File: config.mk
export PLATFORM = sky130hd
export DESIGN_NAME = trig_csr_bank
export DESIGN_NICKNAME = d
export VERILOG_FILES = /design/src/rtl/trig_csr_pkg.sv /design/src/rtl/trig_sel_reg.sv /design/src/rtl/trig_ctl_reg.sv /design/src/rtl/trig_wr_legal.sv /design/src/rtl/trig_slot.sv /design/src/rtl/trig_csr_bank.sv
export SDC_FILE = /design/constraint.sdc
export NUM_CORES = 1
export LEC_CHECK = 0
export BUFFER_PORTS_ARGS = -buffer_cell sky130_fd_sc_hd__buf_2
export CORE_MARGIN = 4
export CORE_UTILIZATION = 35
export CTS_CLUSTER_DIAMETER = 120
export CTS_CLUSTER_SIZE = 14
export DETAILED_ROUTE_END_ITERATION = 6
export PLACE_DENSITY = 0.56
export RECOVER_POWER = 100
export SLEW_MARGIN = 40
export SYNTH_ARGS = -nofsm -noshare
export SYNTH_HDL_FRONTEND = slang
export SYNTH_SLANG_ARGS = --single-unit
export TNS_END_PERCENT = 5
File: constraint.sdc
create_clock -name clk -period 9.2 [get_ports clk]
set_clock_uncertainty 0.2 [all_clocks]
set_input_delay 2.3 -clock clk [delete_from_list [all_inputs] [get_ports clk]]
set_output_delay 2.3 -clock clk [all_outputs]
set_load 0.02 [all_outputs]
File: src/rtl/trig_csr_pkg.sv
package trig_csr_pkg;

  localparam logic [11:0] A_SEL  = 12'h7a0;
  localparam logic [11:0] A_TD1  = 12'h7a1;
  localparam logic [11:0] A_TD2  = 12'h7a2;
  localparam logic [11:0] A_TD3  = 12'h7a3;
  localparam logic [11:0] A_INFO = 12'h7a4;
  localparam logic [11:0] A_CTL  = 12'h7a5;

  localparam logic [1:0] PRV_U = 2'd0;
  localparam logic [1:0] PRV_S = 2'd1;
  localparam logic [1:0] PRV_M = 2'd3;

  // field placement inside data register 1 (below the type and lock bits)
  localparam int CHAIN_BIT = 11;
  localparam int ACT_LO    = 12;
  localparam int ACT_W     = 4;
  localparam int TYPE_W    = 4;
  localparam int INFO_W    = 16;

  // control register bits
  localparam int CTL_EN   = 0;
  localparam int CTL_SAVE = 1;

  typedef enum logic [2:0] {
    RG_SEL, RG_TD1, RG_TD2, RG_TD3, RG_INFO, RG_CTL, RG_BAD
  } csr_reg_e;

  function automatic csr_reg_e decode_addr(input logic [11:0] a);
    csr_reg_e r;
    case (a)
      A_SEL:   r = RG_SEL;
      A_TD1:   r = RG_TD1;
      A_TD2:   r = RG_TD2;
      A_TD3:   r = RG_TD3;
      A_INFO:  r = RG_INFO;
      A_CTL:   r = RG_CTL;
      default: r = RG_BAD;
    endcase
    return r;
  endfunction

endpackage

File: src/rtl/trig_sel_reg.sv
module trig_sel_reg #(
  parameter int NUM_TRIG = 4,
  parameter int XLEN     = 32,
  parameter int SEL_W    = 3
) (
  input  logic             clk,
  input  logic             rst,
  input  logic             wr_en,
  input  logic [XLEN-1:0]  wdata,
  output logic [SEL_W-1:0] sel,
  output logic             sel_ok
);

  localparam logic [XLEN-1:0]  LIMIT_X = XLEN'(NUM_TRIG);
  localparam logic [SEL_W-1:0] PARK_A  = SEL_W'(NUM_TRIG);
  localparam logic [SEL_W-1:0] PARK_B  = SEL_W'(NUM_TRIG + 1);

  always_ff @(posedge clk) begin
    if (rst) begin
      sel <= '0;
    end else if (wr_en) begin
      if (wdata < LIMIT_X) begin
        sel <= wdata[SEL_W-1:0];
      end else if (wdata == LIMIT_X) begin
        sel <= PARK_B;
      end else begin
        sel <= PARK_A;
      end
    end
  end

  assign sel_ok = (sel < PARK_A);

endmodule

File: src/rtl/trig_ctl_reg.sv
module trig_ctl_reg (
  input  logic clk,
  input  logic rst,
  input  logic wr_en,
  input  logic wr_en_bit,
  input  logic wr_save_bit,
  input  logic trap,
  input  logic mret,
  output logic en,
  output logic save
);

  always_ff @(posedge clk) begin
    if (rst) begin
      en   <= 1'b0;
      save <= 1'b0;
    end else if (trap) begin
      save <= en;
      en   <= 1'b0;
    end else if (mret) begin
      en   <= save;
    end else if (wr_en) begin
      en   <= wr_en_bit;
      save <= wr_save_bit;
    end
  end

endmodule

File: src/rtl/trig_wr_legal.sv
module trig_wr_legal
  import trig_csr_pkg::*;
#(
  parameter int NUM_TRIG = 4,
  parameter int XLEN     = 32,
  parameter int IDX_W    = 2,
  parameter logic [NUM_TRIG*INFO_W-1:0] TYPE_SUPPORT = '1
) (
  input  logic [IDX_W-1:0]               idx,
  input  logic [XLEN-1:0]                wdata,
  input  logic                           dbg,
  input  logic [NUM_TRIG-1:0][XLEN-1:0]  td1_q,
  input  logic [NUM_TRIG-1:0]            lock_v,
  input  logic [NUM_TRIG-1:0]            chain_v,
  output logic                           td1_ok,
  output logic                           data_ok,
  output logic [XLEN-1:0]                td1_d
);

  localparam int LOCK_BIT = XLEN - TYPE_W - 1;
  localparam logic [IDX_W-1:0] LAST = IDX_W'(NUM_TRIG - 1);

  logic [XLEN-1:0]   old_v;
  logic [INFO_W-1:0] supp;
  logic [TYPE_W-1:0] w_type, new_type;
  logic              old_lock, new_lock;
  logic [IDX_W-1:0]  prev_i, next_i;
  logic              prev_chains, next_locked;
  logic              keep_chain;
  logic [LOCK_BIT-1:0] low_bits;

  always_comb begin
    old_v    = td1_q[idx];
    supp     = TYPE_SUPPORT[idx*INFO_W +: INFO_W];
    w_type   = wdata[XLEN-1 -: TYPE_W];
    new_type = ((w_type != '0) && supp[w_type]) ? w_type : old_v[XLEN-1 -: TYPE_W];

    old_lock = old_v[LOCK_BIT];
    new_lock = dbg ? wdata[LOCK_BIT] : old_lock;

    prev_i      = (idx == '0) ? '0 : idx - 1'b1;
    next_i      = (idx == LAST) ? idx : idx + 1'b1;
    prev_chains = (idx != '0) && !lock_v[prev_i] && chain_v[prev_i];
    next_locked = (idx != LAST) && lock_v[next_i];

    keep_chain = wdata[CHAIN_BIT] && !(!new_lock && next_locked);
    low_bits   = wdata[LOCK_BIT-1:0];
    low_bits[CHAIN_BIT] = keep_chain;

    data_ok = !(old_lock && !dbg);
    td1_ok  = data_ok && !(new_lock && !old_lock && prev_chains);
    td1_d   = {new_type, new_lock, low_bits};
  end

endmodule

File: src/rtl/trig_slot.sv
module trig_slot #(
  parameter int XLEN       = 32,
  parameter int RESET_TYPE = 2
) (
  input  logic            clk,
  input  logic            rst,
  input  logic            td1_we,
  input  logic            td2_we,
  input  logic            td3_we,
  input  logic [XLEN-1:0] td1_d,
  input  logic [XLEN-1:0] wdata,
  output logic [XLEN-1:0] td1_q,
  output logic [XLEN-1:0] td2_q,
  output logic [XLEN-1:0] td3_q
);

  localparam logic [XLEN-1:0] TD1_RST = {4'(RESET_TYPE), {(XLEN-4){1'b0}}};

  always_ff @(posedge clk) begin
    if (rst) begin
      td1_q <= TD1_RST;
      td2_q <= '0;
      td3_q <= '0;
    end else begin
      if (td1_we) td1_q <= td1_d;
      if (td2_we) td2_q <= wdata;
      if (td3_we) td3_q <= wdata;
    end
  end

endmodule

File: src/rtl/trig_csr_bank.sv
module trig_csr_bank
  import trig_csr_pkg::*;
#(
  parameter int NUM_TRIG   = 4,
  parameter int XLEN       = 32,
  parameter int RESET_TYPE = 2,
  parameter logic [NUM_TRIG*INFO_W-1:0] TYPE_SUPPORT =
    {16'h8004, {(NUM_TRIG-1){16'h003C}}}
) (
  input  logic                clk,
  input  logic                rst,
  input  logic                req,
  input  logic                we,
  input  logic [11:0]         addr,
  input  logic [XLEN-1:0]     wdata,
  input  logic [1:0]          priv,
  input  logic                dbg,
  input  logic                trap,
  input  logic                mret,
  output logic                rsp_valid,
  output logic                rsp_illegal,
  output logic [XLEN-1:0]     rsp_rdata,
  output logic [NUM_TRIG-1:0] fire_ok
);

  localparam int IDX_W    = (NUM_TRIG > 1) ? $clog2(NUM_TRIG) : 1;
  localparam int SEL_W    = $clog2(NUM_TRIG + 2);
  localparam int LOCK_BIT = XLEN - TYPE_W - 1;

  csr_reg_e                    rsel;
  logic                        priv_ok, refuse, wr;
  logic [SEL_W-1:0]            sel;
  logic                        sel_ok;
  logic [IDX_W-1:0]            idx;
  logic                        mte, mpte;
  logic [NUM_TRIG-1:0][XLEN-1:0] td1_q, td2_q, td3_q;
  logic [NUM_TRIG-1:0]         lock_v, chain_v;
  logic                        td1_ok, data_ok;
  logic [XLEN-1:0]             td1_d;
  logic                        td1_hit, td2_hit, td3_hit;
  logic [XLEN-1:0]             rd_val;

  // request decode and access check
  assign rsel    = decode_addr(addr);
  assign priv_ok = dbg || (priv == PRV_M);
  assign refuse  = !priv_ok || (rsel == RG_BAD) || (we && rsel == RG_INFO);
  assign wr      = req && we && !refuse;
  assign idx     = sel[IDX_W-1:0];

  trig_sel_reg #(.NUM_TRIG(NUM_TRIG), .XLEN(XLEN), .SEL_W(SEL_W)) i_sel (
    .clk    (clk),
    .rst    (rst),
    .wr_en  (wr && rsel == RG_SEL),
    .wdata  (wdata),
    .sel    (sel),
    .sel_ok (sel_ok)
  );

  trig_ctl_reg i_ctl (
    .clk         (clk),
    .rst         (rst),
    .wr_en       (wr && rsel == RG_CTL),
    .wr_en_bit   (wdata[CTL_EN]),
    .wr_save_bit (wdata[CTL_SAVE]),
    .trap        (trap),
    .mret        (mret),
    .en          (mte),
    .save        (mpte)
  );

  trig_wr_legal #(
    .NUM_TRIG(NUM_TRIG), .XLEN(XLEN), .IDX_W(IDX_W), .TYPE_SUPPORT(TYPE_SUPPORT)
  ) i_legal (
    .idx     (idx),
    .wdata   (wdata),
    .dbg     (dbg),
    .td1_q   (td1_q),
    .lock_v  (lock_v),
    .chain_v (chain_v),
    .td1_ok  (td1_ok),
    .data_ok (data_ok),
    .td1_d   (td1_d)
  );

  assign td1_hit = wr && sel_ok && (rsel == RG_TD1) && td1_ok;
  assign td2_hit = wr && sel_ok && (rsel == RG_TD2) && data_ok;
  assign td3_hit = wr && sel_ok && (rsel == RG_TD3) && data_ok;

  for (genvar i = 0; i < NUM_TRIG; i++) begin : g_slot
    trig_slot #(.XLEN(XLEN), .RESET_TYPE(RESET_TYPE)) i_slot (
      .clk    (clk),
      .rst    (rst),
      .td1_we (td1_hit && (idx == IDX_W'(i))),
      .td2_we (td2_hit && (idx == IDX_W'(i))),
      .td3_we (td3_hit && (idx == IDX_W'(i))),
      .td1_d  (td1_d),
      .wdata  (wdata),
      .td1_q  (td1_q[i]),
      .td2_q  (td2_q[i]),
      .td3_q  (td3_q[i])
    );
    assign lock_v[i]  = td1_q[i][LOCK_BIT];
    assign chain_v[i] = td1_q[i][CHAIN_BIT];
    // action-0 triggers are held off in machine mode while the enable is clear
    assign fire_ok[i] = dbg || (priv != PRV_M) || mte ||
                        (td1_q[i][ACT_LO +: ACT_W] != '0);
  end

  // read mux
  always_comb begin
    rd_val = '0;
    case (rsel)
      RG_SEL:  rd_val = XLEN'(sel);
      RG_TD1:  rd_val = sel_ok ? td1_q[idx] : '0;
      RG_TD2:  rd_val = sel_ok ? td2_q[idx] : '0;
      RG_TD3:  rd_val = sel_ok ? td3_q[idx] : '0;
      RG_INFO: rd_val = sel_ok ? XLEN'(TYPE_SUPPORT[idx*INFO_W +: INFO_W]) : XLEN'(1);
      RG_CTL: begin
        rd_val[CTL_EN]   = mte;
        rd_val[CTL_SAVE] = mpte;
      end
      default: rd_val = '0;
    endcase
  end

  always_ff @(posedge clk) begin
    if (rst) begin
      rsp_valid   <= 1'b0;
      rsp_illegal <= 1'b0;
      rsp_rdata   <= '0;
    end else begin
      rsp_valid   <= req;
      rsp_illegal <= req && refuse;
      rsp_rdata   <= (req && !we && !refuse) ? rd_val : '0;
    end
  end

endmodule

== Word-level counts from Yosys, hierarchy flattened ==
Cells that the tools add are included.

* Flip-flop bits (word level): 423
* Latch bits: 0
* RAM bits: 0
* Bits in read-only memories: 0
* Input bits: 53
* Output and inout port bits: 38
* Word-level logic and storage cells: 149
* Memories: 0

* Add/sub/neg operators: 2
* Multiply operators: 0
* Div/mod/pow operators: 0
* Magnitude comparators: 6
* Equal/unequal tests: 20
* Shifts and indexed selects: 1
* Mux-type cells: 32
* Bitwise operators: 1
* Reductions and logical operators: 69

{| class="wikitable"
|+ Operators with widths
! cell !! number
|-
| binary-select mux 32 bit (select 2 bit) || 3
|-
| 2-to-1 mux 32 bit || 6
|-
| one-hot mux 30 bit (5 select lines) || 1
|-
| equality test 12 x 11 -> 1 bit (second input constant) || 6
|-
| variable part select 64 x 7 -> 16 bit (first input constant) || 1
|-
| logical AND 1 bit || 37
|-
| equality test 32 x 3 -> 1 bit (second input constant) || 1
|-
| less-than comparator 32 x 3 -> 1 bit (second input constant) || 1
|-
| nonzero test 4 bit || 5
|-
| one-hot mux 3 bit (6 select lines) || 1
|-
| 2-to-1 mux 16 bit || 1
|-
| one-hot mux 2 bit (6 select lines) || 1
|-
| 2-to-1 mux 1 bit || 11
|-
| zero test 1 bit || 10
|-
| equality test 3 bit (second input constant) || 3
|-
| logical OR 1 bit || 9
|-
| less-than comparator 2 x 3 -> 1 bit (second input constant) || 3
|-
| binary-select mux 1 bit (select 2 bit) || 3
|-
| equality test 2 bit (second input constant) || 3
|-
| equality test 3 x 2 -> 1 bit (second input constant) || 2
|-
| != test 2 bit (second input constant) || 3
|-
| nonzero test 2 bit || 3
|-
| less-than comparator 4 x 5 -> 1 bit (second input constant) || 1
|-
| binary-select mux 1 bit (select 4 bit) || 1
|-
| other kinds (13) || 15
|}

== Depth between registers and ports, before layout ==
Gate-level depths: netlist of run 1.

* Depth in word-level cells: 12
* Depth in mapped cells: 12
* Mapped depth without buffers: 9

== Cells and area by module ==
A second synthesis of run 1 with hierarchy kept.

* Cells, all modules: 1715
* Area total of the unflattened synthesis: 19242.2 sq um

{| class="wikitable"
|+ Modules (own cells, without submodules)
! module !! times used !! cells an instance !! area an instance (sq um) !! seq. area each (sq um)
|-
| trig_slot || 4 || 311 || 3530.9 || 1921.8
|-
| trig_csr_bank || 1 || 354 || 4197.8 || 680.7
|-
| trig_wr_legal || 1 || 81 || 601.8 || 0.0
|-
| trig_sel_reg || 1 || 25 || 210.2 || 60.1
|-
| trig_ctl_reg || 1 || 11 || 108.9 || 40.0
|}

== Worst setup path after synthesis of run 1 ==
No wires, ideal clock.

* Kind: input port to flip-flop
* Start point: input port addr[6]
* End point: register g_slot[1].i_slot.td3_q[11]
* Setup time: 0.131 ns
* Arrival: 5.123 ns
* Required time: 8.869 ns
* Slack: 3.746 ns
* Stages on the path: 12
* Path buffers: 3
* Path through: nand4bb_1 > buf_2 > nor2_2 > nand4b_1 > ha_1 > or4b_4 > nor2_4 > nand4_2 > or3_1 > buf_2 > buf_6 > mux2i_1

* Longest elaborated chain between the ends: 11
* Elaborated cells on any way between the ends: 19
* Those cells by class: eq/ne: 9; mux: 1; reduce/logical: 9

{| class="wikitable"
|+ RTL lines
! what !! RTL line !! text
|-
| from (decl) || trig_csr_bank.sv:14 || <nowiki>input logic [11:0] addr,</nowiki>
|-
| equality test 12 x 11 -> 1 bit || trig_csr_pkg.sv:31 || <nowiki>case (a)</nowiki>
|-
| one-hot mux 3 bit (6 select lines) (*) || trig_csr_pkg.sv:31 ||
|-
| equality test 3 bit || trig_csr_bank.sv:46 || <nowiki>assign refuse = !priv_ok || (rsel == RG_BAD) || (we && rsel == RG_INFO);</nowiki>
|-
| logical OR 1 bit / logical AND 1 bit (equally long branches) || trig_csr_bank.sv:46 ||
|-
| logical OR 1 bit || trig_csr_bank.sv:46 ||
|-
| zero test 1 bit || trig_csr_bank.sv:47 || <nowiki>assign wr = req && we && !refuse;</nowiki>
|-
| logical AND 1 bit || trig_csr_bank.sv:47 ||
|-
| logical AND 1 bit || trig_csr_bank.sv:87 || <nowiki>assign td3_hit = wr && sel_ok && (rsel == RG_TD3) && data_ok;</nowiki>
|-
| logical AND 1 bit (*) (2 in series) || trig_csr_bank.sv:87 ||
|-
| logical AND 1 bit (*) || trig_csr_bank.sv:95 || <nowiki>.td3_we (td3_hit && (idx == IDX_W'(i))),</nowiki>
|-
| to (signal assigned) || trig_slot.sv:27 || <nowiki>if (td3_we) td3_q <= wdata;</nowiki>
|-
| to (decl) || trig_slot.sv:14 || <nowiki>output logic [XLEN-1:0] td3_q</nowiki>
|}

Mark *: on every way between the ends. The rest lies on a longest branch, timed or not.
A chain may end at the register's enable or synchronous reset.

== Final worst setup path of run 1 ==
* Start point: input port addr[6]
* End point: register g_slot[3].i_slot.td1_q[20]

* Longest elaborated chain between the ends: 11
* Elaborated cells on any way between the ends: 19
* Those cells by class: eq/ne: 9; mux: 1; reduce/logical: 9

{| class="wikitable"
|+ RTL lines
! what !! RTL line !! text
|-
| equality test 12 x 11 -> 1 bit || trig_csr_pkg.sv:31 ||
|-
| one-hot mux 3 bit (6 select lines) (*) || trig_csr_pkg.sv:31 ||
|-
| equality test 3 bit || trig_csr_bank.sv:46 ||
|-
| logical OR 1 bit / logical AND 1 bit (equally long branches) || trig_csr_bank.sv:46 ||
|-
| logical OR 1 bit || trig_csr_bank.sv:46 ||
|-
| zero test 1 bit || trig_csr_bank.sv:47 ||
|-
| logical AND 1 bit || trig_csr_bank.sv:47 ||
|-
| logical AND 1 bit || trig_csr_bank.sv:85 || <nowiki>assign td1_hit = wr && sel_ok && (rsel == RG_TD1) && td1_ok;</nowiki>
|-
| logical AND 1 bit (*) (2 in series) || trig_csr_bank.sv:85 ||
|-
| logical AND 1 bit (*) || trig_csr_bank.sv:93 || <nowiki>.td1_we (td1_hit && (idx == IDX_W'(i))),</nowiki>
|-
| to (signal assigned) || trig_slot.sv:25 || <nowiki>if (td1_we) td1_q <= td1_d;</nowiki>
|-
| to (decl) || trig_slot.sv:12 || <nowiki>output logic [XLEN-1:0] td1_q,</nowiki>
|}

Marks and branches as above.

==> results.md, run 1 <==
- Critical path's top delay family: simple AND/OR/NAND/NOR gates
- Fraction of layout cells with a size suffix above 1: 0.1234
- Nets: 1962
- CP required: 9.43 ns
- Antenna violations before repair: 4
- Hpwl dp: 37680 um
- Crit-path max cell delay: 1.48 ns
- I/O Buffers: 90
- Most used cell along the critical path: clkbuf_1
- Synth Area in XOR/XNOR: 0.0004469
- Synth Area in Compound Gates: 0.1113
- Top Ports: 91
- DRC errors left: 0
- Root Driver: clkbuf_16
- Die Y-Extent: 244.6 um
- Worst-path clk slew: 0.06 ns
- Number of global-route vias before repair: 14740
- Area Overhead vs Synth: 7.905%
- Site row count: 86
- Final worst setup slack: 1.514 ns
- Gpl congestion: 0.7982
- Synthesized cell area: 0.01960 mm2
- Worst Path Buf+Inv: 3
- Fin crit period: 7.686 ns
- Worst-Margin Slew: 4.556 ns
- Crit Path Class: input port to flip-flop
- # Post-CTS Setup Buffers: 0
- Fmax: 130.1 MHz
- Number of enable flip-flop cells after synthesis: 0
- # fillers: 5589
- Mapped Avg Cell Area: 10.05 um2
- Final Setup Violations: 0
- Initial Util: 0.3543
- CTS tree: yes
- Worst-case vdd ir drop: 0.1026 mV
- CORE AREA: 0.05531 mm2
- Post-Synth Simple-Gate Area: 0.1753
- Die Area: 0.05984 mm2
- Largest net degree at the start of global routing: 110
- Pre-CTS WS: 2.115 ns
- Power Density: 159.5 mW/mm2
- Clk sinks: 423
- Gr ovfl total: 0
- #FFs+latches synth: 423
- Lkg Pwr: 7.865 nW
- Die Width: 244.6 um
- Synth Area in Adders: 0.0006385
- Non-filler cells, final: 2662
- Status: finished, violations left
- DRT iter0 DRCs: 1181
- DRT Wirelength: 60650 um
- Multi-input gate area: 0.01011 mm2
- H-tree depth: 2
- CP max-delay cell: nor4_1
- Clk_lat worst skew: 0.57 ns
- Via density: 5.556
- CP Max Fanout: 21
- Largest family of logic cells by synthesized area: multiplexers
- CTS resizes: 0
- Yosys cell types: 68
- Seq/Total Area, Yosys: 0.4321
- CTS Buf Count: 36
- Total global-route track usage: 0.1963
- Max_slew headroom: -2.037
- Cells along the critical path: buf_2, nand4bb_1, nor2_1, nand4b_1, ha_1, o31a_1, nor4_1, clkbuf_1, clkbuf_1, nand3_1, a21oi_1
- Syn nets: 2003
- Post-synth top flop: dfxtp_1
- CP endpoint kind: flip-flop
- Synth Instances: 1949
- MaxCap Viol Count: 14
- Pre-antenna DRT Iters: 5
- Dpl cells: 2618
- Crit path launch type: input port
- Fin util: 0.3823
- Clock Path Buffers: 3
- Setup TNS: 0 ns
- Failing checks: capacitance limit, slew limit
- CTS hold repair buffers: 0
- Critical Path AT: 7.92 ns
- RSZ-0062 raised after global routing: false
- Mux contribution to synthesized area: 0.2295
- Endpoints failing hold: 0
- Via Count: 14790
- Ys Warns: 0
- Hold Crit Class: flip-flop to flip-flop
- Global-route wire length before repair: 91940 um
- Final period util: 0.8354
- Antenna viol nets, final: 0
- Average wire per standard cell: 22.78 um
- Seq. cell area: 0.008476 mm2
- FFs w/ async S/R, synth: 0
- Max-slew violations: 345
==> cell families after synthesis <==
logic type      Yosys count
mux                     330
flops                   423
simple gates            596
xor+xnor                  1
buf+inv                 211
fa+ha+maj                 1
compound gates          387
==> registers in the layout, summed over array words and instances, names as in the netlist <==
name	cells
g_slot.i_slot.td1_q	128
g_slot.i_slot.td2_q	128
g_slot.i_slot.td3_q	128
i_ctl.en	1
i_ctl.save	1
i_sel.sel	3
rsp_illegal	1
rsp_rdata	32
rsp_valid	1
==> cells in the mapped netlist (14+ instances only) <==
| cell type | n | area [um2] |
|---|---|---|
| clkbuf_1 | 132 | 495.5 |
| nand2b_1 | 261 | 1633 |
| mux4_2 | 95 | 2140 |
| buf_2 | 41 | 205.2 |
| nor2b_1 | 38 | 237.7 |
| a22oi_1 | 29 | 217.7 |
| buf_6 | 18 | 202.7 |
| nand2_1 | 107 | 401.6 |
| o21ai_1 | 26 | 130.1 |
| nor3_1 | 16 | 80.08 |
| dfxtp_1 | 423 | 8468 |
| nor2_1 | 14 | 52.55 |
| nand3_1 | 92 | 460.4 |
| a21oi_1 | 143 | 715.7 |
| o21ai_0 | 142 | 710.7 |
| mux2i_1 | 230 | 2302 |
==> cell type report <==
type | count | share of cell area
Multi-Input combinational cell | 1315 | 0.4779
Clock inverter | 3 | 0.001598
Antenna cell | 2 | 0.0002367
Sequential cell | 423 | 0.4008
Timing Repair Buffer | 121 | 0.02905
Inverter | 11 | 0.001953
Tap cell | 748 | 0.04426
Clock buffer | 39 | 0.04414
==> path summary, 6_finish.rpt <==
kind	startpoint	end	slack, ns	cells after the start
max	addr[6]	g_slot[3].i_slot.td1_q[20]	1.51	11
min	g_slot[0].i_slot.td1_q[24]	g_slot[0].i_slot.td1_q[24]	0.25	2
max reg2reg	i_sel.sel[1]	g_slot[2].i_slot.td1_q[29]	3.48	7
min reg2reg	g_slot[0].i_slot.td1_q[24]	g_slot[0].i_slot.td1_q[24]	0.25	2
==> tightest hold or removal path, stage by stage, from the launching register on <==
cell     delay [ns]
dfxtp_1        0.31
nand2_1        0.05
a21oi_1        0.05
==> routing by layer <==
metal | track usage | wire [um] | up-vias
li1 | - | - | 6811
met1 | 0.2678 | 26620 | 7391
met2 | 0.3250 | 28700 | 499
met3 | 0.03212 | 3766 | 88
met4 | 0.05219 | 1543 | 2
met5 | 0 | 13 | -
==> power by group <==
group | internal [mW] | switching (mW)
Sequential | 1.83 | 0.000608
Combinational | 0.0394 | 0.0847
Clock | 0.722 | 0.697
==> through the flow <==
stage	total power, mW	hold slack, ns	cell area [um2]
floorplan	1.945	0.2289	19600
global placement	1.992	0.2350	20280
detailed placement	1.996	0.2449	20410
CTS	3.411	0.2540	21380
global route	3.479	0.2726	21140
finish	3.373	0.2519	21150
==> cell usage in the layout (no fill, tap or decap), types with 11 or more instances in the layout <==
master,synthesis,final
dfxtp_1,423,421
nand2b_1,261,261
mux2i_1,230,230
o21ai_0,142,153
a21oi_1,143,143
nand2_1,107,106
mux4_2,95,95
nand3_1,92,92
clkbuf_1,132,53
buf_2,41,52
nor2b_1,38,38
clkbuf_16,0,37
a22oi_1,29,29
nor2_1,14,16
nor3_1,16,16
nor4_1,13,16
o21ai_1,26,15
buf_4,4,15
inv_1,11,11
No activity file was read; power rests on OpenSTA's default activity.
==> run 2, diff against run 1 <==
- ABC_AREA: not set -> 1
- clock period: 9.2 -> 7.15 ns (I/O delays scaled with it)
==> run 2 against run 1 <==
Compared with the run above: the flow still finishes with violations (capacitance limit, slew limit); clock power is 30% higher; largest cell class unchanged; largest power group unchanged; hold slack better by 0.0071 ns; clock-buffer cell count is 2 lower.
==> results.md, run 2 <==
- Status: finished, violations left (unchanged)
- Failing checks: capacitance limit, slew limit (unchanged)
- Yosys cell types: 38 (was 68)
- Antenna violations before repair: 0 (was 4)
- Site row count: 87 (was 86)
- Nets: 3142 (was 1962)
- Antenna viol nets, final: 0 (unchanged)
- Critical Path AT: 6.05 ns (was 7.92 ns)
- CTS resizes: 0 (unchanged)
- CORE AREA: 0.05639 mm2 (was 0.05531 mm2)
- CP max-delay cell: nand3_1 (was nor4_1)
- DRT Wirelength: 66450 um (was 60650 um)
- Hold Crit Class: flip-flop to flip-flop (unchanged)
- Max_slew headroom: -0.3005 (was -2.037)
- Ys Warns: 0 (unchanged)
- Fraction of layout cells with a size suffix above 1: 0.04660 (was 0.1234)
- Commonest non-fill, non-tap cell in the layout: nand2_1 (was dfxtp_1)
- Largest family of logic cells by synthesized area: simple AND/OR/NAND/NOR gates (was multiplexers)
- Yosys top cell area share: 0.4256 (was 0.4321)
- Cells along the critical path: buf_2, nand2_1, nor2_1, nand2_1, nor2_1, inv_1, ha_1, nand2_1, nand4_1, nand4_1, nor2_8, nand3_1, clkbuf_1, nor2_1, nor2_1 (was buf_2, nand4bb_1, nor2_1, nand4b_1, ha_1, o31a_1, nor4_1, clkbuf_1, clkbuf_1, nand3_1, a21oi_1)
- Synth Area in Adders: 0.0006289 (was 0.0006385)
- Pre-antenna DRT Iters: 5 (unchanged)
- Initial Util: 0.3529 (was 0.3543)
- Total global-route track usage: 0.2149 (was 0.1963)
- Final Setup Violations: 0 (unchanged)
- Synth Area in Compound Gates: 0.09835 (was 0.1113)
- DRT iter0 DRCs: 1639 (was 1181)
- Clock Path Buffers: 3 (unchanged)
- Top area cells in the synthesized netlist: dfxtp_1, nand2_1, nor2_1 (was dfxtp_1, mux2i_1, mux4_2)
- Lkg Pwr: 10.80 nW (was 7.865 nW)
- Worst Path Buf+Inv: 3 (unchanged)
- MaxCap Viol Count: 3 (was 14)
- Root Driver: clkbuf_16 (unchanged)
- Placed cell areas: 0.02076 mm2 (was 0.02041 mm2)
- Count leader, synth: nand2_1 (was dfxtp_1)
- Gpl congestion: 0.7739 (was 0.7982)
- Power Density: 200.0 mW/mm2 (was 159.5 mW/mm2)
- Die Y-Extent: 246.4 um (was 244.6 um)
- Die Width: 246.4 um (was 244.6 um)
- # Post-CTS Setup Buffers: 0 (unchanged)
- Synthesized cell area: 0.01990 mm2 (was 0.01960 mm2)
- Mapped Avg Cell Area: 6.347 um2 (was 10.05 um2)
- Largest net degree at the start of global routing: 169 (was 110)
- DRC errors left: 0 (unchanged)
- CTS Buf Count: 36 (unchanged)
- Worst-case vdd ir drop: 0.1213 mV (was 0.1026 mV)
- Clk_lat worst skew: 0.57 ns (about the same)
- Average wire per standard cell: 17.28 um (was 22.78 um)
- CP Max Fanout: 36 (was 21)
- Crit Path Class: input port to flip-flop (unchanged)
- Final instance area: 0.02157 mm2 (was 0.02115 mm2)
- Via density: 4.789 (was 5.556)
- Die Area: 0.06073 mm2 (was 0.05984 mm2)
- Crit-path max cell delay: 0.98 ns (was 1.48 ns)
- Post-Synth Simple-Gate Area: 0.3496 (was 0.1753)
- Max-slew violations: 79 (was 345)
- Fmax: 172.5 MHz
- Via Count: 18420 (was 14790)
- Number of enable flip-flop cells after synthesis: 0 (unchanged)
- Clk sinks: 423 (unchanged)
- Mux contribution to synthesized area: 0 (was 0.2295)
- Largest area contributor in the netlist: dfxtp_1 (unchanged)
- Gr ovfl total: 0 (unchanged)
- Seq/Total Area, Yosys: 0.4256 (was 0.4321)
- I/O Buffers: 90 (unchanged)
- Fin crit period: 5.797 ns
- Final period util: 0.8107
- Crit path launch type: input port (unchanged)
- #FFs+latches synth: 423 (unchanged)
- Top Ports: 91 (unchanged)
- CTS tree: yes (unchanged)
- Endpoints failing hold: 0 (unchanged)
- Synth Area in XOR/XNOR: 0.0004402 (was 0.0004469)
- Post-synth top flop: dfxtp_1 (unchanged)
- RSZ-0062 raised after global routing: false (unchanged)
- Synth top cells by count: nand2_1, nor2_1, inv_1 (was dfxtp_1, nand2b_1, mux2i_1)
- Most used cell along the critical path: nor2_1 (was clkbuf_1)
- CP endpoint kind: flip-flop (unchanged)
- Worst-Margin Slew: 1.951 ns (was 4.556 ns)
- Syn nets: 3189 (was 2003)
- Synth Instances: 3135 (was 1949)
- Number of global-route vias before repair: 16790 (was 14740)
- Worst hold slack: 0.2590 ns (was 0.2519 ns)
- Setup TNS: 0 ns (unchanged)
- H-tree depth: 2 (unchanged)
- Area Overhead vs Synth: 8.395% (was 7.905%)
- CP required: 7.40 ns (was 9.43 ns)
- Global-route wire length before repair: 102100 um (was 91940 um)
- CTS hold repair buffers: 0 (unchanged)
- FFs w/ async S/R, synth: 0 (unchanged)
- Hpwl dp: 36560 um (was 37680 um)
- Biggest registers after layout: g_slot.i_slot.td1_q x128, g_slot.i_slot.td2_q x128, g_slot.i_slot.td3_q x128 (unchanged)
- Most frequent cells in the layout: nand2_1, nor2_1, inv_1 (was dfxtp_1, nand2b_1, mux2i_1)
- Worst-path clk slew: 0.07 ns (was 0.06 ns)
- Critical path's top delay family: simple AND/OR/NAND/NOR gates (unchanged)
- Antenna diode count: 0 (was 2)
run 2: cell types whose count changed in the layout (fill, tap and decap cells not counted), moves of 13 or more:
cell,delta
nand3_1,-58
nor2_1,+814
o22ai_1,+123
nand2_1,+730
nand2b_1,-261
nor4_1,-13
nor2b_1,-38
mux2i_1,-230
mux4_2,-95
o221ai_1,+25
inv_1,+416
a21oi_1,-102
o21ai_0,-74
o21ai_1,-14
run 2: tightest hold or removal path: stages (launching register included):
cell and delay [ns]:
dfxtp_1 0.33, nand2_1 0.05, nand3_1 0.05
run 2: final timing paths:
check	startpoint	slack, ns	end	cells after the start
min reg2reg	g_slot[1].i_slot.td1_q[29]	0.26	g_slot[1].i_slot.td1_q[29]	2
min	g_slot[1].i_slot.td1_q[29]	0.26	g_slot[1].i_slot.td1_q[29]	2
max reg2reg	i_sel.sel[1]	2.46	g_slot[0].i_slot.td3_q[18]	12
max	addr[7]	1.35	g_slot[3].i_slot.td3_q[8]	15
run 2: final cells by class:
type	count	area [um2]
Clock buffer	37	925.9
Inverter	439	1660
Fill cell	6215	34820
Tap cell	756	945.9
Clock inverter	3	33.78
Sequential cell	423	8468
Timing Repair Buffer	115	616.8
Multi-Input combinational cell	2073	8916
run 2: where the power goes:
| group | internal [mW] | switching, mW |
|---|---|---|
| sequential | 2.36 | 0.000623 |
| clock | 0.925 | 0.911 |
| combinational | 0.0198 | 0.102 |
| total | 3.30 | 1.01 |
run 2: cells by family (layout without fill, tap and decap cells):
family / count (synthesis) / in the layout
flops: 423 / 423
buf+inv: 639 / 594
compound gates: 315 / 315
simple gates: 1756 / 1756
fa+ha+maj: 1 / 1
xor+xnor: 1 / 1
run 2: stage by stage:
stage	power, mW	setup WS (ns)	std cells	utilization
after global placement	2.533	1.515	3803	0.3670
after CTS	4.363	2.047	3845	0.3851
after floorplan	2.480	2.808	3135	-
final	4.314	1.353	3846	0.3825
after global routing	4.449	0.9472	3846	0.3825
after detailed placement	2.533	1.454	3805	0.3681
run 2: layer usage:
metal / share of wire / global-route usage
met1: 0.45 / 0.2861
met2: 0.46 / 0.3568
met3: 0.062 / 0.03309
met4: 0.031 / 0.07108
met5: 0 / 0
